<file path="src/rtl/php_pkg.sv">
package php_pkg;

  // Next ring position, wrapping at the ring depth.
  function automatic int unsigned ring_next(int unsigned pos, int unsigned depth);
    if (pos + 1 >= depth) return 0;
    return pos + 1;
  endfunction

  // Match decision for one cycle: a stored hit meets the trigger.
  function automatic logic is_match(logic stored_hit, logic trig);
    return stored_hit & trig;
  endfunction

endpackage

</file>
<file path="src/rtl/php_ring_ctrl.sv">
module php_ring_ctrl #(
  parameter int DEPTH = 120,
  localparam int PW = (DEPTH > 1) ? $clog2(DEPTH) : 1
) (
  input  logic          clk,
  input  logic          rst_n,
  output logic [PW-1:0] wr_pos,
  output logic [PW-1:0] rd_pos
);

  logic [PW-1:0] wr_next;

  assign wr_next = PW'(php_pkg::ring_next(int'(wr_pos), DEPTH));
  // Read-ahead: the cell after the write position is the oldest one.
  assign rd_pos  = wr_next;

  always_ff @(posedge clk or negedge rst_n) begin
    if (!rst_n) wr_pos <= '0;
    else        wr_pos <= wr_next;
  end

  assert_wrap_R2: assert property (@(posedge clk) disable iff (!rst_n)
    (wr_pos == PW'(DEPTH-1)) |=> (wr_pos == '0));

  assert_read_then_write_R3: assert property (@(posedge clk) disable iff (!rst_n)
    1'b1 |=> (wr_pos == $past(rd_pos)));

  assert_pos_range_R2: assert property (@(posedge clk) disable iff (!rst_n)
    (int'(wr_pos) < DEPTH) && (rd_pos != wr_pos || DEPTH == 1));

endmodule

</file>
<file path="src/rtl/php_hit_ring.sv">
module php_hit_ring #(
  parameter int DEPTH = 120,
  localparam int PW = (DEPTH > 1) ? $clog2(DEPTH) : 1
) (
  input  logic          clk,
  input  logic          rst_n,
  input  logic          hit,
  input  logic [PW-1:0] wr_pos,
  input  logic [PW-1:0] rd_pos,
  output logic          rd_hit
);

  logic [DEPTH-1:0] cells;

  for (genvar g = 0; g < DEPTH; g++) begin : g_cell
    logic cell_we;
    assign cell_we = (wr_pos == PW'(g));
    always_ff @(posedge clk or negedge rst_n) begin
      if (!rst_n)       cells[g] <= 1'b0;
      else if (cell_we) cells[g] <= hit;
    end
  end

  assign rd_hit = cells[rd_pos];

  // Every cycle writes the hit bit, whatever its value.
  assert_write_every_cycle_R2: assert property (@(posedge clk) disable iff (!rst_n)
    1'b1 |=> (cells[$past(wr_pos)] == $past(hit)));

endmodule

</file>
<file path="src/rtl/php_trig_latch.sv">
module php_trig_latch (
  input  logic clk,
  input  logic rst_n,
  input  logic rd_hit,
  input  logic trig,
  input  logic clear,
  input  logic sel,
  output logic flag
);

  logic set_ev;
  logic clr_ev;

  assign set_ev = php_pkg::is_match(rd_hit, trig);
  assign clr_ev = clear & sel;

  always_ff @(posedge clk or negedge rst_n) begin
    if (!rst_n)      flag <= 1'b0;
    else if (set_ev) flag <= 1'b1;
    else if (clr_ev) flag <= 1'b0;
  end

  assert_set_cause_R4: assert property (@(posedge clk) disable iff (!rst_n)
    $rose(flag) |-> $past(rd_hit && trig));

  assert_clear_cause_R6: assert property (@(posedge clk) disable iff (!rst_n)
    $fell(flag) |-> $past(clear && sel));

  assert_set_wins_R7: assert property (@(posedge clk) disable iff (!rst_n)
    (rd_hit && trig) |=> flag);

  assert_clear_works_R5: assert property (@(posedge clk) disable iff (!rst_n)
    (flag && clear && sel && !(rd_hit && trig)) |=> !flag);

  assert_sticky_R5: assert property (@(posedge clk) disable iff (!rst_n)
    (flag && !(clear && sel)) |=> flag);

endmodule

</file>
<file path="src/rtl/pixel_hit_pipeline.sv">
module pixel_hit_pipeline #(
  parameter int DEPTH = 120,
  localparam int PW = (DEPTH > 1) ? $clog2(DEPTH) : 1
) (
  input  logic clk,
  input  logic rst_n,
  input  logic hit_i,
  input  logic l1_trig_i,
  input  logic clear_i,
  input  logic rd_sel_i,
  output logic rd_data_o,
  output logic row_or_o,
  output logic col_or_o
);

  logic [PW-1:0] wr_pos;
  logic [PW-1:0] rd_pos;
  logic          rd_hit;
  logic          flag;

  php_ring_ctrl #(.DEPTH(DEPTH)) u_ctrl (
    .clk    (clk),
    .rst_n  (rst_n),
    .wr_pos (wr_pos),
    .rd_pos (rd_pos)
  );

  php_hit_ring #(.DEPTH(DEPTH)) u_ring (
    .clk    (clk),
    .rst_n  (rst_n),
    .hit    (hit_i),
    .wr_pos (wr_pos),
    .rd_pos (rd_pos),
    .rd_hit (rd_hit)
  );

  php_trig_latch u_latch (
    .clk    (clk),
    .rst_n  (rst_n),
    .rd_hit (rd_hit),
    .trig   (l1_trig_i),
    .clear  (clear_i),
    .sel    (rd_sel_i),
    .flag   (flag)
  );

  assign row_or_o  = flag;
  assign col_or_o  = flag;
  assign rd_data_o = flag & rd_sel_i;

  assert_bus_gated_R8: assert property (@(posedge clk) disable iff (!rst_n)
    !rd_sel_i |-> !rd_data_o);

  assert_ors_agree_R8: assert property (@(posedge clk) disable iff (!rst_n)
    row_or_o == col_or_o);

endmodule

</file>
<file path="config.mk">
export PLATFORM = sky130hd
export DESIGN_NAME = pixel_hit_pipeline
export DESIGN_NICKNAME = d
export VERILOG_FILES = /design/src/rtl/php_pkg.sv /design/src/rtl/php_ring_ctrl.sv /design/src/rtl/php_hit_ring.sv /design/src/rtl/php_trig_latch.sv /design/src/rtl/pixel_hit_pipeline.sv
export SDC_FILE = /design/constraint.sdc
export NUM_CORES = 1
export LEC_CHECK = 0
export ABC_AREA = 1
export ABC_CLOCK_PERIOD_IN_PS = 6600
export BUFFER_PORTS_ARGS = -buffer_cell sky130_fd_sc_hd__buf_2
export CAP_MARGIN = 20
export CORE_ASPECT_RATIO = 1.25
export CORE_MARGIN = 1.5
export CORE_UTILIZATION = 57
export DETAILED_ROUTE_END_ITERATION = 10
export PLACE_DENSITY = 0.72
export SYNTH_ARGS = -nofsm -noshare
export SYNTH_HDL_FRONTEND = slang
export SYNTH_SLANG_ARGS = --single-unit
</file>
<file path="constraint.sdc">
create_clock -name clk -period 6.6 [get_ports clk]
set_clock_uncertainty 0.1 [all_clocks]
set_input_delay 0.66 -clock clk [delete_from_list [all_inputs] [get_ports clk]]
set_output_delay 0.66 -clock clk [all_outputs]
set_load 0.02 [all_outputs]
</file>
==> flow_metrics.py <==
metrics = {
    "global_route": {
        "grt_usage_pct": 32.17,
        "antenna_found_initial": 0,
        "grt_pass1_wl_mm": 30.34,
        "gr-total-overflow": 0,
        "grt_max_degree": 120,
        "grt_pass1_vias": 5781,
    },
    "cells_and_area": {
        "antenna_cells": 0,
        "drive_above_1_share_pct": 10.23,
        "area.growth.synth_to_final_pct": 10.08,
        "final_net_count": 781,
        "finish.utilization_pct": 64.98,
    },
    "critical_path": {
        "worst-setup-path-type": "reg -> reg",
        "cp.arrival_ns": 4.46,
        "worst_r2r_endpoint": "u_latch.flag",
        "r2r_slack_ns": 2.36,
        "crit_fanout": 63,
        "cp-end-kind": "flip-flop",
        "reg2reg_depth": 15,
        "required_ns": 6.82,
        "cp-start-kind": "flip-flop",
        "r2r-start": "u_ctrl.wr_pos[6]",
    },
    "yosys": {
        "synth-main-ff-cell": "dfrtp_1",
        "yosys_warnings": 0,
        "yosysTopAreaCellShare_pct": 48.48,
        "seq_area_frac_synth_pct": 48.48,
        "async_reset_ff_share_pct": 100.0,
        "syn_area_per_cell_sq_um": 8.217,
        "synthMuxAreaShare_pct": 0,
        "yosysMostFrequentCell": "dfrtp_1",
        "yosysUniqueCellTypes": 27,
        "synth_top_cells_by_count": "dfrtp_1, a21oi_1, nand3_1, nand2_1, a31oi_1",
        "synthesis.nets": 815,
        "synth_adder_area_share_pct": 0.9470,
        "netlist_area_sq_um": 6606,
        "synth-xor-area-share_pct": 0.1326,
        "synth_seq_cells": 128,
        "synthCells": 804,
        "synthTopCellsByArea": "dfrtp_1, a31oi_1, a21oi_1, nand3_1, nand2_1",
        "synth_top_family_by_area": "simple AND/OR/NAND/NOR gates",
        "synth_top_area_cell": "dfrtp_1",
        "synth_enable_flop_cells": 0,
        "synth-simple-area-share_pct": 23.01,
        "synth-compound-area-share_pct": 19.96,
    },
    "die": {
        "core-area_sq_um": 11190,
        "die_w_um": 99.29,
        "die_area_sq_um": 12250,
        "die_h_um": 123.4,
        "rows": 43,
        "pin_count": 9,
        "start_util_pct": 59.03,
    },
    "pwr": {
        "powerDensity_nw_per_um2": 253.3,
        "p_leak_uw": 0.003013,
        "ir_drop_mv": 0.1555,
        "finalPower_uw": 1842,
    },
    "placement": {
        "place_ws_ns": 2.557,
        "gp_congestion": 0.8987,
        "dpl.hpwl_mm": 11.21,
        "numPortBuffers": 8,
    },
    "timing": {
        "drv_slew": 0,
        "setup_viol": 0,
        "rsz0062_at_grt": "false",
        "timing.final.ws_setup_ns": 2.357,
        "hold_slack_ns": 0.2591,
        "timing.fmax_ghz": 0.2357,
        "slew_headroom_pct": 34.12,
        "finalHoldViolCount": 0,
        "tightest_slew_ns": 0.9845,
        "finalCriticalPeriod_ns": 4.243,
        "setup_tns_ns": 0,
        "fin_crit_sh_pct": 64.28,
    },
    "detailed_routing": {
        "wl_per_cell_um": 20.61,
        "drt-total-wl_mm": 18.90,
        "first_iter_violations": 703,
        "antenna_left": 0,
        "drt_first_pass_iters": 6,
        "drc": 0,
        "vias": 6200,
        "via_per_inst": 6.761,
    },
    "clocking": {
        "clock_latency_ns": 0.43,
        "root_buffer": "clkbuf_16",
        "clk_transition_reported_paths_ns": 0.06,
        "cts_buffers": 17,
        "cts_max_level": 4,
        "cts_setup_buffers": 0,
        "cts_max_path_buffers": 2,
        "post_cts_resized": 0,
        "cts_hold_buf": 0,
        "cts_tree": "yes",
        "clock-sinks": 128,
    },
    "run_status": {
        "status": "finished clean",
    },
    "hold_path": {
        "hp-class": "in -> async",
    },
    "job": {
        "drv_cap": 0,
    },
}
-- stage by stage --
step | instances | instance area, sq um
global placement | 876 | 6536
CTS | 909 | 7166
global route | 917 | 7272
floorplan | 804 | 6606
detailed placement | 878 | 6559
finish | 917 | 7272
-- power breakdown --
group | switching [uW] | internal [uW]
combinational | 42.6 | 17.9
clock | 351 | 620
sequential | 9.72 | 801
total | 403 | 1440
-- worst max-delay path by stage --
stage	start	end	slack, ns	depth (start not counted)
finish	u_ctrl.wr_pos[6]	u_latch.flag	2.36	15
global route	u_ctrl.wr_pos[6]	u_latch.flag	2.05	15
CTS	u_ctrl.wr_pos[6]	u_latch.flag	2.50	15
detailed placement	u_ctrl.wr_pos[6]	u_latch.flag	2.56	15
global placement	u_ctrl.wr_pos[6]	u_latch.flag	2.62	15
floorplan	u_ctrl.wr_pos[0]	u_latch.flag	4.09	15
-- flip-flops by register name, indices dropped and copies added, names as in the netlist --
register,flops
u_ring.cells,120
u_latch.flag,1
u_ctrl.wr_pos,7
-- area by class of cell --
class,instances,area (sq um)
clock buffer,22,474.2
clock inverter,9,132.6
fill,953,3919
inverter,34,128.9
multi-input combinational,563,2933
sequential,128,3203
tap,135,168.9
timing repair buffer,26,231.5
-- cells in the final DEF, fill, tap and decap left out, types with 2 or more instances in the layout --
master	instances
nor2_1	38
bufinv_16	3
clkinv_2	2
clkinvlp_4	5
a21oi_1	118
nand3_1	116
nand4_1	34
ha_1	5
nand3_2	2
nor3_2	2
nand2_1	113
nor3_1	2
buf_4	11
nand2_2	4
buf_8	2
nand3_4	3
inv_2	5
clkbuf_1	2
dfrtp_1	128
o21ai_0	6
inv_1	27
o211ai_1	2
nor2_2	6
a31oi_1	108
buf_2	7
buf_6	5
clkbuf_16	17
clkbuf_8	3
-- logic make-up after synthesis --
logic type,count (synthesis)
DFF,128
buffers and inverters,113
adders and majority gates,5
xor gates and xnor gates,1
AOI/OAI and AO/OA,235
and+or+nand+nor,322
-- routing by layer --
layer | track usage (%) | wire length, um | part of all wire [%]
met2 | 49.14 | 8755 | 46
met4 | 18.05 | 814 | 4.3
met5 | 0 | 0 | 0
met3 | 7.010 | 1630 | 8.6
met1 | 42.73 | 7698 | 41
-- critical path, stage by stage (launching register included) --
cell,delay (ns)
dfrtp_1,0.45
inv_1,0.18
nor2_1,0.65
nand2_2,0.75
nand3_4,0.83
inv_2,0.29
nand2_1,0.13
nand3_1,0.08
nand3_1,0.12
nand3_1,0.11
nand3_1,0.10
nand3_1,0.07
nand2_1,0.06
nand2_1,0.05
nand3_1,0.07
nand2_1,0.05
Note: power is estimated with default switching activity, not from simulation.
